$ cat src/rtl/circ_src_pkg.sv
// Shared types for the circuit-switched source controller.
package circ_src_pkg;
    typedef enum logic [2:0] {
        ST_IDLE,
        ST_SEND_SETUP,
        ST_WAIT_READY,
        ST_PAYLOAD,
        ST_TEARDOWN,
        ST_BACKOFF
    } src_state_t;
endpackage

$ cat src/rtl/circ_src_fsm.sv
// Handshake sequencer for one transfer.
// Assumes: start is only pulsed in ST_IDLE; last_word and wait_over are
// valid in the states that use them.
module circ_src_fsm
    import circ_src_pkg::*;
(
    input  logic       clk,
    input  logic       rst_n,
    input  logic       start,
    input  logic       net_ready,
    input  logic       net_blocked,
    input  logic       persist,
    input  logic       last_word,
    input  logic       wait_over,
    output src_state_t state,
    output logic       retry_pending
);
    src_state_t nxt;

    // Next-state selection; ready wins over blocked.
    always_comb begin
        nxt = state;
        unique case (state)
            ST_IDLE:       if (start) nxt = ST_SEND_SETUP;
            ST_SEND_SETUP: nxt = ST_WAIT_READY;
            ST_WAIT_READY: begin
                if (net_ready)                    nxt = ST_PAYLOAD;
                else if (net_blocked && !persist) nxt = ST_TEARDOWN;
            end
            ST_PAYLOAD:    if (last_word) nxt = ST_TEARDOWN;
            ST_TEARDOWN:   nxt = retry_pending ? ST_BACKOFF : ST_IDLE;
            ST_BACKOFF:    if (wait_over) nxt = ST_SEND_SETUP;
            default:       nxt = ST_IDLE;
        endcase
    end

    // State register plus the flag marking a teardown that precedes a retry.
    always_ff @(posedge clk) begin
        if (!rst_n) begin
            state         <= ST_IDLE;
            retry_pending <= 1'b0;
        end else begin
            state <= nxt;
            if (state == ST_WAIT_READY && nxt == ST_TEARDOWN)
                retry_pending <= 1'b1;
            else if (state == ST_TEARDOWN)
                retry_pending <= 1'b0;
        end
    end
endmodule

$ cat src/rtl/circ_src_lencnt.sv
// Payload word counter: stores the requested length at acceptance and counts
// the words of the payload phase. A length of zero behaves as one word.
module circ_src_lencnt #(
    parameter int LEN_W = 8
) (
    input  logic             clk,
    input  logic             rst_n,
    input  logic             capture,
    input  logic [LEN_W-1:0] len_in,
    input  logic             load,
    input  logic             step,
    output logic             last_word
);
    logic [LEN_W-1:0] len_q;
    logic [LEN_W-1:0] remain;

    // Holds the length across retries and reloads it at payload start.
    always_ff @(posedge clk) begin
        if (!rst_n) begin
            len_q  <= '0;
            remain <= '0;
        end else begin
            if (capture) len_q <= len_in;
            if (load)
                remain <= len_q;
            else if (step && remain > 1)
                remain <= remain - 1'b1;
        end
    end

    assign last_word = (remain <= 1);
endmodule

$ cat src/rtl/circ_src_backoff.sv
// Back-off down-counter: loads the delay when a retry teardown ends and
// reports expiry once it reaches zero, giving delay+1 waiting cycles.
module circ_src_backoff #(
    parameter int DLY_W = 6
) (
    input  logic             clk,
    input  logic             rst_n,
    input  logic             load,
    input  logic [DLY_W-1:0] delay,
    input  logic             run,
    output logic             wait_over
);
    logic [DLY_W-1:0] cnt;

    // Loads the delay, then counts down while the wait state is active.
    always_ff @(posedge clk) begin
        if (!rst_n)
            cnt <= '0;
        else if (load)
            cnt <= delay;
        else if (run && cnt != '0)
            cnt <= cnt - 1'b1;
    end

    assign wait_over = (cnt == '0);
endmodule

$ cat src/rtl/circ_src_pktfmt.sv
// Output word former: puts either the setup packet {target, source} or the
// payload word on the network data lines. Assumes DATA_W >= 2*ADDR_W.
module circ_src_pktfmt #(
    parameter int ADDR_W = 5,
    parameter int DATA_W = 16,
    parameter logic [ADDR_W-1:0] SRC_ADDR = '0
) (
    input  logic              sel_setup,
    input  logic              sel_payload,
    input  logic [ADDR_W-1:0] target,
    input  logic [DATA_W-1:0] pay_data,
    output logic [DATA_W-1:0] net_data
);
    localparam int HDR_W = 2 * ADDR_W;
    logic [DATA_W-1:0] header;

    generate
        if (DATA_W > HDR_W) begin : g_pad
            assign header = {{(DATA_W-HDR_W){1'b0}}, target, SRC_ADDR};
        end else begin : g_exact
            assign header = {target, SRC_ADDR};
        end
    endgenerate

    // Selects what drives the data lines this cycle.
    always_comb begin
        if (sel_setup)        net_data = header;
        else if (sel_payload) net_data = pay_data;
        else                  net_data = '0;
    end
endmodule

$ cat src/rtl/circ_src_ctrl.sv
// Source-side controller for a circuit-switched network. It handles one
// transfer at a time: setup packet, wait for the circuit, payload, release,
// and a retry policy for blocked paths. Assumes the payload producer always
// has a word available when pay_take is high.
module circ_src_ctrl
    import circ_src_pkg::*;
#(
    parameter int ADDR_W = 5,
    parameter int DATA_W = 16,
    parameter int LEN_W  = 8,
    parameter int DLY_W  = 6,
    parameter int CNT_W  = 4,
    parameter logic [ADDR_W-1:0] SRC_ADDR = 5'd3
) (
    input  logic              clk,
    input  logic              rst_n,
    input  logic              req_valid,
    output logic              req_ready,
    input  logic [ADDR_W-1:0] req_target,
    input  logic [LEN_W-1:0]  req_len,
    input  logic              req_persist,
    input  logic [DLY_W-1:0]  req_backoff,
    input  logic [DATA_W-1:0] pay_data,
    output logic              pay_take,
    output logic [DATA_W-1:0] net_data,
    output logic              net_setup,
    output logic              net_valid,
    output logic              net_release,
    input  logic              net_ready,
    input  logic              net_blocked,
    output logic              done,
    output logic [CNT_W-1:0]  attempts
);
    localparam logic [CNT_W-1:0] ATT_MAX = '1;

    src_state_t        state;
    logic              retry_pending;
    logic              accept;
    logic              last_word;
    logic              wait_over;
    logic [ADDR_W-1:0] target_q;
    logic              persist_q;
    logic [DLY_W-1:0]  backoff_q;

    assign req_ready   = (state == ST_IDLE);
    assign accept      = req_valid && req_ready;
    assign net_setup   = (state == ST_SEND_SETUP);
    assign net_valid   = (state == ST_PAYLOAD);
    assign pay_take    = net_valid;
    assign net_release = (state == ST_TEARDOWN);
    assign done        = net_release && !retry_pending;

    // Latches the request fields and keeps the attempt count.
    always_ff @(posedge clk) begin
        if (!rst_n) begin
            target_q  <= '0;
            persist_q <= 1'b0;
            backoff_q <= '0;
            attempts  <= '0;
        end else if (accept) begin
            target_q  <= req_target;
            persist_q <= req_persist;
            backoff_q <= req_backoff;
            attempts  <= 1;
        end else if (state == ST_BACKOFF && wait_over && attempts != ATT_MAX) begin
            attempts  <= attempts + 1'b1;
        end
    end

    circ_src_fsm u_fsm (
        .clk           (clk),
        .rst_n         (rst_n),
        .start         (accept),
        .net_ready     (net_ready),
        .net_blocked   (net_blocked),
        .persist       (persist_q),
        .last_word     (last_word),
        .wait_over     (wait_over),
        .state         (state),
        .retry_pending (retry_pending)
    );

    circ_src_lencnt #(.LEN_W(LEN_W)) u_len (
        .clk       (clk),
        .rst_n     (rst_n),
        .capture   (accept),
        .len_in    (req_len),
        .load      (state == ST_WAIT_READY && net_ready),
        .step      (net_valid),
        .last_word (last_word)
    );

    circ_src_backoff #(.DLY_W(DLY_W)) u_backoff (
        .clk       (clk),
        .rst_n     (rst_n),
        .load      (net_release && retry_pending),
        .delay     (backoff_q),
        .run       (state == ST_BACKOFF),
        .wait_over (wait_over)
    );

    circ_src_pktfmt #(
        .ADDR_W   (ADDR_W),
        .DATA_W   (DATA_W),
        .SRC_ADDR (SRC_ADDR)
    ) u_fmt (
        .sel_setup   (net_setup),
        .sel_payload (net_valid),
        .target      (target_q),
        .pay_data    (pay_data),
        .net_data    (net_data)
    );
endmodule

$ cat config.mk
export PLATFORM = sky130hd
export DESIGN_NAME = circ_src_ctrl
export DESIGN_NICKNAME = d
export VERILOG_FILES = /design/src/rtl/circ_src_pkg.sv /design/src/rtl/circ_src_fsm.sv /design/src/rtl/circ_src_lencnt.sv /design/src/rtl/circ_src_backoff.sv /design/src/rtl/circ_src_pktfmt.sv /design/src/rtl/circ_src_ctrl.sv
export SDC_FILE = /design/constraint.sdc
export NUM_CORES = 1
export LEC_CHECK = 0
export BUFFER_PORTS_ARGS = -buffer_cell sky130_fd_sc_hd__buf_4
export CELL_PAD_IN_SITES_DETAIL_PLACEMENT = 2
export CELL_PAD_IN_SITES_GLOBAL_PLACEMENT = 2
export CORE_AREA = 2 2 90 92
export CTS_BUF_LIST = sky130_fd_sc_hd__clkbuf_2 sky130_fd_sc_hd__clkbuf_4 sky130_fd_sc_hd__clkbuf_8
export CTS_CLUSTER_SIZE = 30
export DETAILED_ROUTE_END_ITERATION = 10
export DIE_AREA = 0 0 92 94
export PLACE_DENSITY_LB_ADDON = 0.3
export SKIP_CTS_REPAIR_TIMING = 1
export SLEW_MARGIN = 25
export SYNTH_ARGS = -nofsm -noshare
export SYNTH_HDL_FRONTEND = slang
export SYNTH_SLANG_ARGS = --single-unit
$ cat constraint.sdc
create_clock -name clk -period 1.9 [get_ports clk]
set_input_delay 0.095 -clock clk [delete_from_list [all_inputs] [get_ports clk]]
set_output_delay 0.095 -clock clk [all_outputs]
set_load 0.02 [all_outputs]
==> results.sh <==
export IMPL_first_pass_iters=4
export IMPL_synthFlopType="dfxtp_1"
export IMPL_grt_pass1_vias=2371
export IMPL_grt_setup_unrepaired="false"
export IMPL_ff_latch_area_um2=847
export IMPL_post_route_drc_count=0
export IMPL_holdWs_ns=0.0381
export IMPL_critical_path_required_ns=1.80
export IMPL_numCtsBuffers=5
export IMPL_outcome="completed"
export IMPL_period_minus_slack_ns=1.78
export IMPL_crit_chain="nand3b_1, inv_2, buf_4, a22o_1, buf_4"
export IMPL_cts_max_level=2
export IMPL_period_share_pct=93.6
export IMPL_end_kind="output port"
export IMPL_seqPwrFrac_pct=44.1
export IMPL_dpl_hpwl_um=5660
export IMPL_grt_max_degree=31
export IMPL_finalClockSkew_ns=0.00910
export IMPL_clkTransAtPathRegs_ns=0.09
export IMPL_setup_viol=0
export IMPL_drive_above_1_share_pct=28.3
export IMPL_grt_antenna_before_repair=0
export IMPL_synth_edf_count=0
export IMPL_slowest_stage="dfxtp_2"
export IMPL_avgSynthCellArea_um2=7.91
export IMPL_dr_first_iter_drc_count=65
export IMPL_overflow=0
export IMPL_use_met1_pct=19.4
export IMPL_nets=390
export IMPL_syn_area_mm2=0.00218
export IMPL_vias=2305
export IMPL_gp_congestion=0.804
export IMPL_startpoint_type="flop"
export IMPL_worstPathMaxFanout=18
export IMPL_slew_headroom_pct=58.7
export IMPL_rows=32
export IMPL_die_w_um=92
export IMPL_pwr_share_comb_pct=16.5
export IMPL_cts_tree="yes"
export IMPL_use_met2_pct=36.2
export IMPL_io_pins=67
export IMPL_yosysSeqAreaShare_pct=38.5
export IMPL_syn_nets=321
export IMPL_clock_power_share_pct=39.4
export IMPL_ys_warn_count=0
export IMPL_holdCritPathClass="in -> reg"
export IMPL_post_drt_wl_per_cell_um=17.4
export IMPL_cp_common_cell="buf_4"
export IMPL_routed_wirelength_um=7780
export IMPL_p_leak_uw=0.00125
export IMPL_power_density_mw_per_mm2=729
export IMPL_area_delta_synth_final_pct=37.7
export IMPL_antenna_left=0
export IMPL_grt_busiest_layer="met2"
export IMPL_internal_power_uw=1620
export IMPL_irDropWorstVdd_mv=0.408
export IMPL_multi_input_area_mm2=0.00126
export IMPL_tightest_slew_ns=0.616
export IMPL_met3_usage_pct=2.81
export IMPL_ys_async_sr_fraction_pct=0
export IMPL_ys_types=52
export IMPL_cp_top_family="buffers and inverters"
export IMPL_fin_util_pct=39.5
export IMPL_cts_sinks=42
export IMPL_grt_total_usage_pct=18.0
export IMPL_diodes=0
export IMPL_hold_violations=0
export IMPL_max_stage_delay_ns=0.45
export IMPL_fillers=884
export IMPL_insertion_delay_ns=0.30
export IMPL_cts_root_buffer="clkbuf_8"
export IMPL_max_cap_viol_count=0
export IMPL_critPathArrivalTime_ns=1.68
export IMPL_worst_path_buf_inv=3
export IMPL_p_sw_uw=569
export IMPL_initial_utilization_pct=28.7
export IMPL_die_y_um=94
export IMPL_grt_pass1_wl_um=12100
export IMPL_die_area_mm2=0.00865
export IMPL_fmax_ghz=0.562
export IMPL_portBuffers=66
export IMPL_crit_type="reg -> out"
export IMPL_drv_slew=0
export IMPL_core_area_mm2=0.00761
export IMPL_viasPerCell=5.15
export IMPL_ys_ff_latch=42
export IMPL_synth_cells=276
export IMPL_p_sw_share_pct=26.0
export IMPL_tns_ns=0
export IMPL_clk_path_buf_depth=2
## placed cells by master (no fill, tap or decap), drive strengths merged, types with 6 or more instances in the layout
master,netlist,routed
a21oi,35,35
buf,5,79
nand2,54,54
or3,6,6
dfxtp,42,42
and2,11,11
nor2,10,10
o21ai,12,12
nand3,7,7
inv,8,8
nor3,8,8
## state kept, by name, summed over array words and instances, names as in the netlist
signal and count:
attempts 4, backoff_q 6, persist_q 1, target_q 5
u_backoff.cnt 6, u_fsm.retry_pending 1, u_fsm.state 3, u_len.len_q 8
u_len.remain 8
## tightest hold or removal path: stages
cell     delay [ns]
buf_4          0.11
nand2_1        0.04
a21oi_1        0.05
## path summary, 6_finish.rpt
check	slack [ns]	startpoint	depth (start not counted)	endpoint
min reg2reg	0.47	u_len.len_q[2]$_SDFFE_PN0P_	2	u_len.len_q[2]$_SDFFE_PN0P_
max	0.12	u_fsm.state[2]$_SDFF_PN0_	5	net_data[6]
min	0.04	req_backoff[1]	3	backoff_q[1]$_SDFFE_PN0P_
max reg2reg	0.16	u_len.remain[0]$_SDFFE_PN0P_	6	u_len.remain[3]$_SDFFE_PN0P_
## stage by stage
| stage | worst slack [ns] | cells | total power, uW | cell area, um^2 |
|---|---|---|---|---|
| floorplan | 0.185 | 276 | 1160 | 2180 |
| global placement | 0.195 | 439 | 1340 | 2840 |
| detailed placement | 0.104 | 439 | 1350 | 2840 |
| CTS | -0.0981 | 447 | 2220 | 2970 |
| global route | 0.00980 | 448 | 2290 | 3010 |
| finish | 0.122 | 448 | 2190 | 3010 |
## logic make-up (layout without fill, tap and decap cells)
group / Yosys count / after routing / share of synthesized area (%)
xor+xnor: 1 / 1 / 0.401
fa+ha+maj: 4 / 4 / 2.29
mux: 4 / 4 / 1.83
simple gates: 121 / 121 / 28.7
compound gates: 79 / 79 / 23.6
flops: 42 / 42 / 38.5
buf+inv: 25 / 95 / 4.70
## layout make-up
type | instances | share of cell area, %
flip-flops and latches | 42 | 28.2
repair buffers | 79 | 20.1
multi-input cells | 209 | 41.9
clock buffers | 5 | 2.29
inverters | 8 | 0.999
well taps | 102 | 4.24
clock inverters | 3 | 2.29
## cell usage after synthesis (3+ instances only)
cell type  number  area (um^2)
a21oi_1        35          175
a22o_1          5         43.8
a31oi_1         4         25.0
and2_1         11         68.8
buf_2           4         20.0
clkbuf_1       12         45.0
dfxtp_1        42          841
ha_1            4         50.1
inv_1           7         26.3
mux2i_1         4         40.0
nand2_1        54          203
nand2b_1        5         31.3
nand3_1         7         35.0
nand4_1         5         31.3
nor2_1          9         33.8
nor3_1          8         40.0
nor3b_1         3         22.5
o21a_1          4         30.0
o21ai_0         7         35.0
o21ai_1         5         25.0
or3_1           4         25.0
## metal layers
| layer | vias to the layer above | routed length [um] |
|---|---|---|
| met1 | 1147 | 3080 |
| met4 | 0 | 129 |
| met2 | 28 | 4380 |
| met5 | - | 0 |
| met3 | 8 | 188 |
| li1 | 1122 | - |
## power by group through the flow
stage	clock network, uW	registers [uW]	logic, uW
6_report	863	967	361
5_1_grt	915	976	399
4_1_cts	890	967	366
3_5_place_dp	0	986	364
3_3_place_gp	0	985	352
2_1_floorplan	0	969	193
Note: power is estimated with default switching activity, not from simulation.
